### src/rtl/adram_pkg.sv
package adram_pkg;

  typedef enum logic [2:0] {
    ST_IDLE     = 3'd0,
    ST_ROW_SU   = 3'd1,
    ST_ROW_HOLD = 3'd2,
    ST_COL_SU   = 3'd3,
    ST_CAS_LOW  = 3'd4,
    ST_PRECHG   = 3'd5
  } seq_state_e;

  function automatic int max_of(int a, int b);
    return (a > b) ? a : b;
  endfunction

  // Length of the column-strobe-low phase for each direction.
  function automatic int cas_phase_len(bit is_wr, int t_cah, int t_wp,
                                       int t_asc, int t_rd_lat);
    if (is_wr) return max_of(t_cah, t_wp - t_asc);
    return max_of(t_cah, t_rd_lat);
  endfunction

endpackage

### src/rtl/adram_phase_timer.sv
module adram_phase_timer #(
  parameter int CNT_W = 4
) (
  input  logic             clk,
  input  logic             rst_n,
  input  logic             load,
  input  logic [CNT_W-1:0] load_val,
  output logic             done
);

  logic [CNT_W-1:0] cnt;

  always_ff @(posedge clk or negedge rst_n) begin
    if (!rst_n)              cnt <= '0;
    else if (load)           cnt <= load_val;
    else if (cnt != '0)      cnt <= cnt - 1'b1;
  end

  assign done = (cnt == '0);

endmodule

### src/rtl/adram_pin_drive.sv
module adram_pin_drive
  import adram_pkg::*;
#(
  parameter int HALF_W = 8,
  parameter int DATA_W = 16
) (
  input  seq_state_e          state,
  input  logic                is_wr,
  input  logic                cas_first,
  input  logic [2*HALF_W-1:0] addr,
  input  logic [DATA_W-1:0]   wdata,
  output logic                ras_n,
  output logic                cas_n,
  output logic                we_n,
  output logic                oe_n,
  output logic [HALF_W-1:0]   maddr,
  output logic [DATA_W-1:0]   dq_out,
  output logic                dq_oe
);

  logic [HALF_W-1:0] row_f;
  logic [HALF_W-1:0] col_f;

  assign row_f  = addr[2*HALF_W-1:HALF_W];
  assign col_f  = addr[HALF_W-1:0];
  assign dq_out = wdata;

  always_comb begin
    ras_n = 1'b1;
    cas_n = 1'b1;
    we_n  = 1'b1;
    oe_n  = 1'b1;
    dq_oe = 1'b0;
    maddr = '0;
    unique case (state)
      ST_ROW_SU: begin
        maddr = row_f;
      end
      ST_ROW_HOLD: begin
        ras_n = 1'b0;
        maddr = row_f;
      end
      ST_COL_SU: begin
        ras_n = 1'b0;
        maddr = col_f;
        we_n  = ~is_wr;
        dq_oe = is_wr;
      end
      ST_CAS_LOW: begin
        ras_n = 1'b0;
        cas_n = 1'b0;
        maddr = col_f;
        we_n  = ~is_wr;
        dq_oe = is_wr;
        oe_n  = is_wr | cas_first;
      end
      default: begin
      end
    endcase
  end

endmodule

### src/rtl/adram_rd_capture.sv
module adram_rd_capture #(
  parameter int DATA_W = 16
) (
  input  logic              clk,
  input  logic              rst_n,
  input  logic              capture_en,
  input  logic [DATA_W-1:0] dq_in,
  output logic              rd_valid,
  output logic [DATA_W-1:0] rd_data
);

  always_ff @(posedge clk or negedge rst_n) begin
    if (!rst_n) begin
      rd_valid <= 1'b0;
      rd_data  <= '0;
    end else begin
      rd_valid <= capture_en;
      if (capture_en) rd_data <= dq_in;
    end
  end

endmodule

### src/rtl/adram_seq.sv
module adram_seq
  import adram_pkg::*;
#(
  parameter int HALF_W   = 8,
  parameter int DATA_W   = 16,
  parameter int T_ASR    = 2,
  parameter int T_RAH    = 1,
  parameter int T_ASC    = 1,
  parameter int T_CAH    = 2,
  parameter int T_WP     = 3,
  parameter int T_RD_LAT = 3,
  parameter int T_RP     = 3
) (
  input  logic                clk,
  input  logic                rst_n,
  input  logic                req,
  input  logic                req_wr,
  input  logic [2*HALF_W-1:0] req_addr,
  input  logic [DATA_W-1:0]   req_wdata,
  output logic                req_ready,
  output logic                rd_valid,
  output logic [DATA_W-1:0]   rd_data,
  output logic                dram_ras_n,
  output logic                dram_cas_n,
  output logic                dram_we_n,
  output logic                dram_oe_n,
  output logic [HALF_W-1:0]   dram_addr,
  input  logic [DATA_W-1:0]   dram_dq_in,
  output logic [DATA_W-1:0]   dram_dq_out,
  output logic                dram_dq_oe
);

  localparam int LEN_CAS_WR = cas_phase_len(1'b1, T_CAH, T_WP, T_ASC, T_RD_LAT);
  localparam int LEN_CAS_RD = cas_phase_len(1'b0, T_CAH, T_WP, T_ASC, T_RD_LAT);
  localparam int LEN_MAX    = max_of(max_of(max_of(T_ASR, T_RAH), max_of(T_ASC, T_RP)),
                                     max_of(LEN_CAS_WR, LEN_CAS_RD));
  localparam int CNT_W      = $clog2(LEN_MAX + 1);

  seq_state_e          state, state_nxt;
  logic                lat_wr;
  logic [2*HALF_W-1:0] lat_addr;
  logic [DATA_W-1:0]   lat_wdata;
  logic                cas_first;

  // Named internal events, used by the bound checker.
  logic                accept;
  logic                phase_done;
  logic                capture_en;
  logic                timer_load;
  logic [CNT_W-1:0]    timer_val;

  assign req_ready  = (state == ST_IDLE);
  assign accept     = req & req_ready;
  assign capture_en = (state == ST_CAS_LOW) & ~lat_wr & phase_done;

  always_comb begin
    state_nxt  = state;
    timer_load = 1'b0;
    timer_val  = '0;
    unique case (state)
      ST_IDLE: if (accept) begin
        state_nxt  = ST_ROW_SU;
        timer_load = 1'b1;
        timer_val  = CNT_W'(T_ASR - 1);
      end
      ST_ROW_SU: if (phase_done) begin
        state_nxt  = ST_ROW_HOLD;
        timer_load = 1'b1;
        timer_val  = CNT_W'(T_RAH - 1);
      end
      ST_ROW_HOLD: if (phase_done) begin
        state_nxt  = ST_COL_SU;
        timer_load = 1'b1;
        timer_val  = CNT_W'(T_ASC - 1);
      end
      ST_COL_SU: if (phase_done) begin
        state_nxt  = ST_CAS_LOW;
        timer_load = 1'b1;
        timer_val  = lat_wr ? CNT_W'(LEN_CAS_WR - 1) : CNT_W'(LEN_CAS_RD - 1);
      end
      ST_CAS_LOW: if (phase_done) begin
        state_nxt  = ST_PRECHG;
        timer_load = 1'b1;
        timer_val  = CNT_W'(T_RP - 1);
      end
      ST_PRECHG: if (phase_done) begin
        state_nxt  = ST_IDLE;
      end
      default: state_nxt = ST_IDLE;
    endcase
  end

  always_ff @(posedge clk or negedge rst_n) begin
    if (!rst_n) begin
      state     <= ST_IDLE;
      lat_wr    <= 1'b0;
      lat_addr  <= '0;
      lat_wdata <= '0;
      cas_first <= 1'b0;
    end else begin
      state     <= state_nxt;
      cas_first <= (state == ST_COL_SU) & phase_done;
      if (accept) begin
        lat_wr    <= req_wr;
        lat_addr  <= req_addr;
        lat_wdata <= req_wdata;
      end
    end
  end

  adram_phase_timer #(.CNT_W(CNT_W)) u_timer (
    .clk      (clk),
    .rst_n    (rst_n),
    .load     (timer_load),
    .load_val (timer_val),
    .done     (phase_done)
  );

  adram_pin_drive #(.HALF_W(HALF_W), .DATA_W(DATA_W)) u_pins (
    .state     (state),
    .is_wr     (lat_wr),
    .cas_first (cas_first),
    .addr      (lat_addr),
    .wdata     (lat_wdata),
    .ras_n     (dram_ras_n),
    .cas_n     (dram_cas_n),
    .we_n      (dram_we_n),
    .oe_n      (dram_oe_n),
    .maddr     (dram_addr),
    .dq_out    (dram_dq_out),
    .dq_oe     (dram_dq_oe)
  );

  adram_rd_capture #(.DATA_W(DATA_W)) u_cap (
    .clk        (clk),
    .rst_n      (rst_n),
    .capture_en (capture_en),
    .dq_in      (dram_dq_in),
    .rd_valid   (rd_valid),
    .rd_data    (rd_data)
  );

endmodule

### config.mk
export PLATFORM = sky130hd
export DESIGN_NAME = adram_seq
export DESIGN_NICKNAME = d
export VERILOG_FILES = /design/src/rtl/adram_pkg.sv /design/src/rtl/adram_phase_timer.sv /design/src/rtl/adram_pin_drive.sv /design/src/rtl/adram_rd_capture.sv /design/src/rtl/adram_seq.sv
export SDC_FILE = /design/constraint.sdc
export NUM_CORES = 1
export LEC_CHECK = 0
export CORE_UTILIZATION = 44
export DETAILED_ROUTE_END_ITERATION = 7
export PLACE_DENSITY_LB_ADDON = 0.15
export SYNTH_ARGS = -nofsm -noshare
export SYNTH_HDL_FRONTEND = slang
export SYNTH_SLANG_ARGS = --single-unit
### constraint.sdc
create_clock -name clk -period 2.16 [get_ports clk]
set_clock_uncertainty 0.05 [all_clocks]
set_input_delay 0.432 -clock clk [delete_from_list [all_inputs] [get_ports clk]]
set_output_delay 0.432 -clock clk [all_outputs]
set_load 0.05 [all_outputs]
==> impl_results.md <==
* Status: finished clean
* RSZ-0062 raised after global routing: yes
* H-tree depth at 2
* Gr busiest metal: met2
* Family with the most delay on the worst path: flip-flops
* Die ar. at between 6000 and 7000 µm²
* Clk buf depth at 2
* Cells after Synth at 259
* Worst-path clk slew at roughly 0.10 ns
* Clk sink count at 56
* CTS tree: built
* Crit path launch type: flop
* Pins Over Slew Limit at 0
* First-pass GRT wire length at approximately 10 mm
* Area grow syn2layout at 53.1%
* Vias in the first global route at ~2300
* Crit path DAT at approximately 1.7 ns
* Seq/Total Area, Yosys at 0.540
* Nets at ~420
* Achievable Freq at 469 MHz
* Total Power at 7320 µW
* Area of the core at about 5600 µm²
* Finished Core Util at 0.709
* Met3 Resource Use GR at 0.0517
* Crit path max fanout at 7
* Endpoint class of the critical path: output port
* Drt drc at 0
* Largest net degree at the start of global routing at 26
* Met2 GRT Util at 0.378
* Worst reg-to-reg setup slack at around 0.39 ns
* Non-Filler Instances at between 400 and 500
* Slew margin rel. at 0.646
* Sw Ratio at 0.481
* Syn_nets at approximately 310
* Final GP Congestion at 0.751
* CP bufs+invs at 2
* Clock Latency Late Sink at approximately 0.3 ns
* Yosys warnings at 0
* CP required at approximately 1.7 ns
* Area leader, netlist: dfrtp_1
* Worst slack, placed at around 0.14 ns
* TritonRoute pass-1 iters at 4
* Final setup viols at 0
* Synth Area per Inst at ~10 µm²
* Worst path cell trace: buf_6 -> mux2_2 -> a22oi_2 -> o21ai_2 -> buf_12
* Synth Cell Area at about 2600 µm²
* Avg WL per Cell at ~14 µm
* Row count at 27
* Synth async-reset ratio at 1.00
* Initial antenna violation count at 0
* Top FF cell, synth: dfrtp_1
* Clock buffer count from CTS at 5
* Tightest Hold Check Type: input port to asynchronous set/reset pin
* Port Buffers at between 90 and 100
* Netlist cell types at 31
* Placed insts at approximately 430
* Vias/cell at between 5 and 6
* Remaining antenna violation count at 0
* I/O pin count at between 90 and 100
* GR Overflow Total at 0
* Tmin final at around 2.1 ns
* Clock share of power at 0.080
* Clk root buf: clkbuf_8
* Net Sw Power at between 3000 and 4000 µW
* Fin Hold WS at 0.0240 ns
* # diodes at 0
* PD cells at 1840 nW/µm²
* Die Wd at ~79 µm
* Actual slew at the worst max-slew pin at ~0.53 ns
* Starting Density at 0.463
* Commonest cells post-synth: nand2_1 (106), dfrtp_1 (56), mux2_2 (15)
* CP max-delay cell: dfrtp_2
* Cell-internal power at about 3800 µW
* Routed wire length at between 6 and 7 mm
* CTS Hold Bufs at 0
* Layout cells sized above 1 at 0.235
* Final worst slack at around 0.030 ns
* Post-DP HPWL at ~4.5 mm
* Met1 GRT Util at 0.264
* Synth Register Bits at 56
* Most numerous cell in the Yosys netlist: nand2_1
* Seq pwr share at 0.260
* Gr usage total at 0.213
* Critical path class: flop to output port
* Pleak at 0.00185 µW
* Slowest stage delay, CP at between 0.4 and 0.5 ns
* Vias after detailed routing at ~2200
* Worst ir drop on vdd at between 1 and 1.5 mV
* Post-synth top area share at 0.540
* Comb power frac at 0.660
* Max-capacitance violation count at 0
* Final hold vios at 0
* DR iter-0 viols at approximately 100
* Ranking of synthesized cells by area: dfrtp_1 (54%), nand2_1 (15%), mux2_2 (6.5%), mux2_4 (5.2%), o21ai_0 (2.7%)
* Final period utilization at 0.986
* Number of enable flip-flop cells after synthesis at 0
* DIE HEIGHT at around 79 µm
## area by class of cell
cell class / count / area (µm²)
fillers: 444 / 1630
flip-flops and latches: 56 / 1400
repair buffers: 116 / 1230
multi-input cells: 179 / 1130
well taps: 72 / 90.1
clock buffers: 6 / 82.6
inverters: 7 / 26.3
clock inverters: 2 / 10.0
## kinds of logic after synthesis
kind of cell	count (synthesis)	share of synthesized area
flip-flops	56	0.540
AO/OA/AOI/OAI	29	0.0714
XOR/XNOR	1	0.00338
adder cells (fa/ha/maj)	1	0.00482
AND/OR/NAND/NOR	124	0.211
multiplexers	24	0.117
buffers and inverters	24	0.0526
## placed cells by master (no fill, tap or decap), types with 2 or more instances in the layout
master / instances
nand2_1: 106
clkdlybuf4s50_1: 83
dfrtp_1: 55
buf_4: 19
mux2_2: 15
buf_12: 12
mux2_4: 9
a22oi_2: 8
o21ai_2: 8
inv_1: 7
clkbuf_8: 6
o21ai_0: 5
nor2_1: 3
nor2b_1: 2
o21a_1: 2
and3_1: 2
o211ai_1: 2
clkinv_2: 2
## metal layers
layer,up-vias,routed length (µm)
met3,4,424
met1,1081,2630
li1,1052,-
met5,-,0
met2,71,3150
met4,0,26
## worst paths after layout
path                       cells past startpoint     startpoint                to
setup reg to reg                               5       state[0]       lat_addr[9]
min in group clk                               2  lat_wdata[14]     lat_wdata[14]
setup / recovery                               5       state[1]      dram_addr[3]
hold reg to reg                                2  lat_wdata[14]     lat_wdata[14]
hold / removal                                 1          rst_n      lat_addr[15]
max in group asynchronous                      2          rst_n  u_cap.rd_data[6]
## power groups by stage
stage | Clock [µW] | Combinational [µW] | Sequential [µW]
floorplan | 0 | 1980 | 2860
global placement | 0 | 4660 | 1890
detailed placement | 0 | 4740 | 1900
CTS | 602 | 4780 | 1900
global route | 642 | 5110 | 1970
finish | 583 | 4830 | 1900
## stage by stage
step | area (µm²) | TNS (ns)
final | 3970 | 0
after floorplan | 2630 | -0.0756
after global routing | 3970 | -0.162
after detailed placement | 3820 | 0
after global placement | 3820 | 0
after CTS | 3940 | 0
## worst register-to-register path, cell delays in order, from the launching register on
cell	delay, ns
dfrtp_1	0.45
buf_4	0.21
or4b_1	0.62
buf_12	0.21
nand2_1	0.07
nand2_1	0.06
## sequential cells by signal, summed over array words and instances (netlist names)
name,flops
cas_first,1
lat_addr,16
lat_wdata,16
lat_wr,1
state,3
u_cap.rd_data,16
u_cap.rd_valid,1
u_timer.cnt,2
## repair_timing
item                                    CTS  global route
pin swaps                                 0             1
buffers inserted                          0             1
cloned                                    0             0
gates resized for setup                   5             6
endpoints found under the setup margin    7             8
Power figures use the tool's default switching activity.
